### config.mk
export PLATFORM = sky130hd
export DESIGN_NAME = dp_row_decoder
export DESIGN_NICKNAME = d
export VERILOG_FILES = /design/src/rtl/rowdec_pkg.sv /design/src/rtl/rowdec_field_predec.sv /design/src/rtl/rowdec_and_plane.sv /design/src/rtl/rowdec_port.sv /design/src/rtl/dp_row_decoder.sv
export SDC_FILE = /design/constraint.sdc
export NUM_CORES = 1
export LEC_CHECK = 0
export BUFFER_PORTS_ARGS = -buffer_cell sky130_fd_sc_hd__buf_4
export CORE_AREA = 2 2 210 212
export DETAILED_ROUTE_END_ITERATION = 10
export DIE_AREA = 0 0 212 214
export PLACE_DENSITY_LB_ADDON = 0.05
export SLEW_MARGIN = 5
export SYNTH_ARGS = -nofsm -noshare
export SYNTH_HDL_FRONTEND = slang
export SYNTH_SLANG_ARGS = --single-unit
### constraint.sdc
create_clock -name clk -period 0.9 [get_ports clk]
set_input_delay 0.045 -clock clk [delete_from_list [all_inputs] [get_ports clk]]
set_output_delay 0.045 -clock clk [all_outputs]
set_load 0.1 [all_outputs]
### src/rtl/rowdec_pkg.sv
package rowdec_pkg;

   // Value of 2-bit-style field f (width fw) taken from a row index.
   function automatic int unsigned field_of(input int unsigned row,
                                            input int unsigned f,
                                            input int unsigned fw);
      return (row >> (f * fw)) & ((32'd1 << fw) - 32'd1);
   endfunction

   // Number of predecode groups needed for a given address width.
   function automatic int unsigned group_count(input int unsigned aw,
                                               input int unsigned fw);
      return aw / fw;
   endfunction

endpackage

### src/rtl/rowdec_field_predec.sv
module rowdec_field_predec #(
   parameter int FW = 2,
   parameter int GW = 1 << FW
) (
   input  logic [FW-1:0] field_i,
   input  logic          kill_i,
   output logic [GW-1:0] line_o
);

   if (GW != (1 << FW)) begin : g_bad_gw
      $error("rowdec_field_predec: GW must equal 2**FW");
   end

   always_comb begin
      line_o = '0;
      if (!kill_i) begin
         line_o[field_i] = 1'b1;
      end
   end

endmodule

### src/rtl/rowdec_and_plane.sv
module rowdec_and_plane
   import rowdec_pkg::*;
#(
   parameter int FW = 2,
   parameter int NF = 4,
   parameter int GW = 1 << FW,
   parameter int NR = 1 << (FW * NF)
) (
   input  logic [NF-1:0][GW-1:0] grp_i,
   output logic [NR-1:0]         wl_o
);

   // Each row gate takes exactly one line from every group.
   always_comb begin
      for (int i = 0; i < NR; i++) begin
         logic hit;
         hit = 1'b1;
         for (int f = 0; f < NF; f++) begin
            hit = hit & grp_i[f][FW'(field_of(i, f, FW))];
         end
         wl_o[i] = hit;
      end
   end

endmodule

### src/rtl/rowdec_port.sv
module rowdec_port
   import rowdec_pkg::*;
#(
   parameter int AW          = 8,
   parameter int FW          = 2,
   parameter int GATED_FIELD = 0,
   localparam int NF = AW / FW,
   localparam int GW = 1 << FW,
   localparam int NR = 1 << AW
) (
   input  logic          clk,
   input  logic          rst_n,
   input  logic [AW-1:0] addr_i,
   input  logic          en_i,
   input  logic          pchg_i,
   output logic [NR-1:0] wl_o
);

   logic                  idle;
   logic [NF-1:0][GW-1:0] grp_d;
   logic [NF-1:0][GW-1:0] grp_q;

   assign idle = pchg_i | ~en_i;

   for (genvar f = 0; f < NF; f++) begin : g_field
      logic kill;
      if (f == GATED_FIELD) begin : g_gated
         assign kill = idle;
      end else begin : g_free
         assign kill = 1'b0;
      end

      rowdec_field_predec #(.FW(FW), .GW(GW)) u_predec (
         .field_i (addr_i[f*FW +: FW]),
         .kill_i  (kill),
         .line_o  (grp_d[f])
      );

      // groups that are never gated are one-hot once loaded
      if (f != GATED_FIELD) begin : g_chk
         p_live_grp_r5: assert property (@(posedge clk) disable iff (!rst_n)
            1'b1 |=> $onehot(grp_q[f]));
      end
      p_grp_onehot0_r5: assert property (@(posedge clk) disable iff (!rst_n)
         $onehot0(grp_q[f]));
   end

   always_ff @(posedge clk or negedge rst_n) begin
      if (!rst_n) begin
         grp_q <= '0;
      end else begin
         grp_q <= grp_d;
      end
   end

   rowdec_and_plane #(.FW(FW), .NF(NF), .GW(GW), .NR(NR)) u_plane (
      .grp_i (grp_q),
      .wl_o  (wl_o)
   );

   // reset leaves every word line low
   always @(negedge clk) begin
      if (!rst_n) begin
         p_rst_clear_r1: assert (wl_o == '0);
      end
   end

   p_row_sel_r2: assert property (@(posedge clk) disable iff (!rst_n)
      (en_i && !pchg_i) |=> ($onehot(wl_o) && wl_o[$past(addr_i)]));

   p_pchg_idle_r3: assert property (@(posedge clk) disable iff (!rst_n)
      pchg_i |=> (wl_o == '0));

   p_dis_idle_r4: assert property (@(posedge clk) disable iff (!rst_n)
      !en_i |=> (wl_o == '0));

   p_wl_onehot0_r6: assert property (@(posedge clk) disable iff (!rst_n)
      $onehot0(wl_o));

endmodule

### src/rtl/dp_row_decoder.sv
module dp_row_decoder
   import rowdec_pkg::*;
#(
   parameter int AW          = 8,
   parameter int FW          = 2,
   parameter int GATED_FIELD = 0,
   localparam int NF = AW / FW,
   localparam int NR = 1 << AW,
   localparam int NP = 2
) (
   input  logic          clk,
   input  logic          rst_n,
   input  logic [AW-1:0] addr_a,
   input  logic          en_a,
   input  logic          pchg_a,
   output logic [NR-1:0] wl_a,
   input  logic [AW-1:0] addr_b,
   input  logic          en_b,
   input  logic          pchg_b,
   output logic [NR-1:0] wl_b
);

   if (AW % FW != 0) begin : g_bad_split
      $error("dp_row_decoder: AW must be a multiple of FW");
   end
   if (GATED_FIELD < 0 || GATED_FIELD >= int'(group_count(AW, FW))) begin : g_bad_gate
      $error("dp_row_decoder: GATED_FIELD out of range");
   end
   if (AW > 12) begin : g_bad_size
      $error("dp_row_decoder: AW above 12 gives an oversized row plane");
   end

   logic [NP-1:0][AW-1:0] addr_p;
   logic [NP-1:0]         en_p;
   logic [NP-1:0]         pchg_p;
   logic [NP-1:0][NR-1:0] wl_p;

   assign addr_p = {addr_b, addr_a};
   assign en_p   = {en_b, en_a};
   assign pchg_p = {pchg_b, pchg_a};
   assign wl_a   = wl_p[0];
   assign wl_b   = wl_p[1];

   // each port is a separate, identical decoder with no shared state
   for (genvar p = 0; p < NP; p++) begin : g_port
      rowdec_port #(.AW(AW), .FW(FW), .GATED_FIELD(GATED_FIELD)) u_port (
         .clk    (clk),
         .rst_n  (rst_n),
         .addr_i (addr_p[p]),
         .en_i   (en_p[p]),
         .pchg_i (pchg_p[p]),
         .wl_o   (wl_p[p])
      );
   end

endmodule

---- Word-level counts from Yosys, hierarchy flattened ----
Index checks and enable logic that the tools add are counted.
W data, S select, Z words.
cells by class
  magnitude comparators ................... 16
  reduce and logical (&&, ||, !) cells .... 8
  bitwise logic cells ..................... 676
  mux-type cells .......................... 18
operators with widths
  operator              number
  $and A1 B1 Y1         672
  $lt A2 B3 Y1 const B  8
  $demux W1 S2          8
  $ge A2 B1 Y1 const B  8
  $logic_and A1 B1 Y1   8
  $mux W1               8
  $mux W4               2
  $not A1 Y1            2
  $or A1 B1 Y1          2
word-level totals
  logic and storage cells ................. 726
  register bits after elaboration ......... 32

---- Depth between registers and ports, before layout ----
  depth in word-level cells ............... 5
  gate-level depth with buffers ........... 3
  gate-level depth less buffers ........... 1

---- Hierarchy ----
Synthesis repeated with hierarchy kept, for this count alone.
second synthesis, totals
  cells, all modules ...................... 804
  area total of the unflattened synthesis .. 7,679.9 um^2
modules (own cells, without submodules)
  module               sequential area each (um^2)  instances  cells an instance  area an instance (um^2)
  rowdec_and_plane     0.0                          2          368                3,309.4
  rowdec_port          400.4                        2          18                 410.4
  rowdec_field_predec  0.0                          8          4                  30.0

---- Worst setup path before layout ----
OpenSTA, ideal clock, no wires.
  kind .................................... register to output
  start point ............................. register g_port[0].u_port.grp_q[13] (netlist bit)
  end point ............................... output wl_a[100]
  data required time ...................... 0.855 ns
  arrival ................................. 1.403 ns
  cell stages (with the launch flop) ...... 4
  path slack .............................. -0.548 ns
  path through ............................ dfrtp_1 -> buf_6 -> buf_8 -> and4_1
on the way
  cells in the longest elaborated chain, start to end .. 1
ends and longest elaborated chain
  what                    line                    text
  from (decl)             rowdec_port.sv:21       logic [NF-1:0][GW-1:0] grp_q;
  from (signal assigned)  rowdec_port.sv:52       grp_q <= grp_d;
  $and A1 B1 Y1           rowdec_and_plane.sv:19  hit = hit & grp_i[f][FW'(field_of(i, f, FW))];
  to (decl)               dp_row_decoder.sv:16    output logic [NR-1:0] wl_a,
No other way between the ends.

---- Worst setup path after layout ----
  start point ............................. register g_port[0].u_port.grp_q[8] (netlist bit)
  end point ............................... output wl_a[205]
on the way
  cells in the longest elaborated chain, start to end .. 2
ends and longest elaborated chain
  what                         line
  $and A1 B1 Y1 (2 in series)  rowdec_and_plane.sv:19
No other way between the ends.

==> impl_metrics.csv <==
group,metric,value,unit
clock_network,h-tree-depth,2,
synth,ys_seq_area_frac,0.109,
power_and_ir_drop,p_sw_frac,0.422,
critical_path,crit_slowest_cell,"dfrtp_2",
grt,globalRouteTotalUtil,0.179,
finish,num-fill-cells,3661,
finish,final_area,22400,µm²
sta,worstMarginPinSlew,0.436,ns
job,maxCapViolCount,0,
critical_path,startpoint,"g_port[0].u_port.grp_q[8]",
route,vias_per_cell,5.78,
sta,hold_viol_final,1,
power_and_ir_drop,p_int,4600,µW
clock_network,cts.clk_slew.worst_paths,0.05,ns
critical_path,arrival,1.50,ns
synth,synth_fp_nets,822,
floorplanning,dieArea,45400,µm²
critical_path,cpPeakStageDelay,0.37,ns
critical_path,path_buf_inv,3,
power_and_ir_drop,p_sw,3370,µW
power_and_ir_drop,total_power,7970,µW
sta,slew-limit-headroom,0.709,
synth,yosysUniqueCellTypes,12,
run_status,failed_checks,"hold timing, setup timing",
finish,seqCellArea,836,µm²
power_and_ir_drop,p_seq_frac,0.202,
sta,whs,-0.0319,ns
synth,syn-mean-instance-area,9.21,µm²
critical_path,cp_top_family,"buffers and inverters",
placed_design,dp_cells,1754,
finish,multi_input_comb_area,5840,µm²
grt,grt_antenna_before_repair,4,
placed_design,port_buffers,533,
power_and_ir_drop,ir_worst_vdd,0.664,mV
synth,ys_seq_elements,32,
finish,largestRegisters,"g_port.u_port.grp_q: 32 flops",
grt,grt_pass1_wl,62800,µm
finish,final_cells,1952,
synth,synthCells,800,
finish,regMostFlops,"g_port.u_port.grp_q",
power_and_ir_drop,pwr-share-clk,0.221,
placed_design,post_dp_cell_area,11800,µm²
critical_path,worstSetupEndpoint,"wl_a[205]",
critical_path,startpoint_type,"flip-flop",
min_path,hp-class,"primary input to flip-flop",
route,antenna_left,0,
grt,grt_pass1_vias,8308,
power_and_ir_drop,leakage,0.00889,µW
floorplanning,die_width,212,µm
route,postRouteWirelength,72400,µm
route,initialDrtViolationCount,1061,
synth,synth.cell_area,7370,µm²
route,drt-pass1-iter-count,5,
route,drcViolationCount,0,
placed_design,hpwlAfterDp,28100,µm
sta,worst_slack,-0.642,ns
finish,layout.nets,1387,
sta,rsz0062_at_grt,"true",
min_path,hold_path_depth,2,
critical_path,worst_ep_required_time,0.85,ns
floorplanning,start_util,0.172,
sta,min_period,1.54,ns
sta,min_period_over_period,1.71,
clock_network,cts_root_buffer,"clkbuf_16",
floorplanning,placementRows,76,
finish,area_growth_syn_to_layout,203,%
sta,slew_violations,0,
critical_path,critPathMaxFanout,8,
clock_network,cts.path.max_buffers,2,
clock_network,cts.sink_count,32,
critical_path,path_common_cell,"buf_12",
power_and_ir_drop,cellPowerDensity,357,nW/µm²
grt,grt_max_degree,65,
finish,largest_register_ffs,32,
power_and_ir_drop,p_comb_frac,0.578,
synth,ys_warn_count,0,
sta,finalSetupViolCount,513,
grt,overflow,0,
clock_network,numCtsBuffers,5,
finish,drive_gt1_frac,0.962,
sta,fmaxAchievable,649,MHz
floorplanning,die_y,214,µm
critical_path,path_class,"flip-flop to primary output",
clock_network,cts_tree,"yes",
critical_path,worstPathCellList,"buf_12 > clkbuf_16 > and4_2 > buf_12",
run_status,outcome,"complete, but fails checks",
floorplanning,design.core.area,42900,µm²
route,vias,11300,
critical_path,crit_cells,4,
placed_design,post-place-ws,-0.404,ns
floorplanning,pin_count,534,
route,wl_per_cell,37.1,µm
critical_path,critPathCaptureType,"primary output",
placed_design,gp_congestion,0.737,
metal layers:
metal / up-vias / global-route usage / share of wire
met5: - / 0 / 0
met4: 0 / 0.0427 / 0.046
met3: 201 / 0.0230 / 0.069
met2: 718 / 0.332 / 0.45
met1: 5917 / 0.215 / 0.44
li1: 4456 / - / -
cell usage in the layout, fill, tap and decap left out:
master	n
buf_12	556
buf_6	45
nor4bb_2	2
nor2b_1	12
and4b_1	2
clkbuf_8	2
dlymetal6s4s_1	1
buf_4	33
clkbuf_16	76
buf_8	53
dfrtp_1	4
nor2_1	6
diode_2	2
buf_16	5
nor4b_2	1
and4_4	384
dfrtp_2	28
and2_1	6
dlygate4sd3_1	18
nor4b_1	1
nor4bb_1	2
and4_2	128
worst min-delay path by stage:
stage	start	end	slack (ns)
floorplan	rst_n	g_port[0].u_port.grp_q[0]	-0.25
global placement	rst_n	g_port[0].u_port.grp_q[6]	0.04
detailed placement	rst_n	g_port[0].u_port.grp_q[6]	0.03
CTS	addr_a[0]	g_port[0].u_port.grp_q[0]	-0.04
global route	addr_b[1]	g_port[1].u_port.grp_q[1]	-0.04
finish	addr_b[1]	g_port[1].u_port.grp_q[1]	-0.03
cells in the mapped netlist:
cell type    n  area share
nor2_1       6      0.0031
dfrtp_1     32        0.11
buf_8       18       0.037
nor4b_1      2      0.0024
buf_2       59       0.040
buf_6       53       0.081
and2_1       6      0.0051
and4_1     512        0.61
buf_4       94       0.096
and4b_1      2      0.0027
nor2b_1     12       0.010
nor4bb_1     4      0.0054
cell type report:
type / count / area share
multi-input combinational: 544 / 0.261
sequential: 32 / 0.0374
timing repair buffer: 782 / 0.662
tap: 585 / 0.0327
clock buffer: 7 / 0.00683
antenna: 2 / 0.000224
logic make-up after synthesis:
| family | Yosys count | share of synthesized area |
|---|---|---|
| and+or+nand+nor | 544 | 0.638 |
| buffers and inverters | 224 | 0.254 |
| DFF | 32 | 0.109 |
power groups by stage:
stage | Clock, µW | Sequential (µW) | Combinational (µW)
floorplan | 0 | 1550 | 1490
global placement | 0 | 1590 | 1950
detailed placement | 0 | 1590 | 1940
CTS | 1810 | 1570 | 2080
global route | 1890 | 1610 | 4630
finish | 1760 | 1610 | 4600
through the flow:
| step | TNS (ns) | util | hold slack [ns] |
|---|---|---|---|
| CTS | -310.27 | 0.326 | -0.0441 |
| finish | -290.03 | 0.521 | -0.0319 |
| global route | -302.62 | 0.521 | -0.0384 |
| detailed placement | -172.35 | 0.276 | 0.0323 |
| global placement | -173.03 | 0.276 | 0.0378 |
| floorplan | -147.45 | - | -0.251 |
what timing repair did:
item,in CTS,in global routing
setup buffers,1,31
gates cloned,2,137
pin swaps,0,130
resized for setup,446,1530
hold buffers,18,2
hold endpoints to repair,56,4
setup endpoints to repair,512,515
Note: power is estimated with default switching activity, not from simulation.
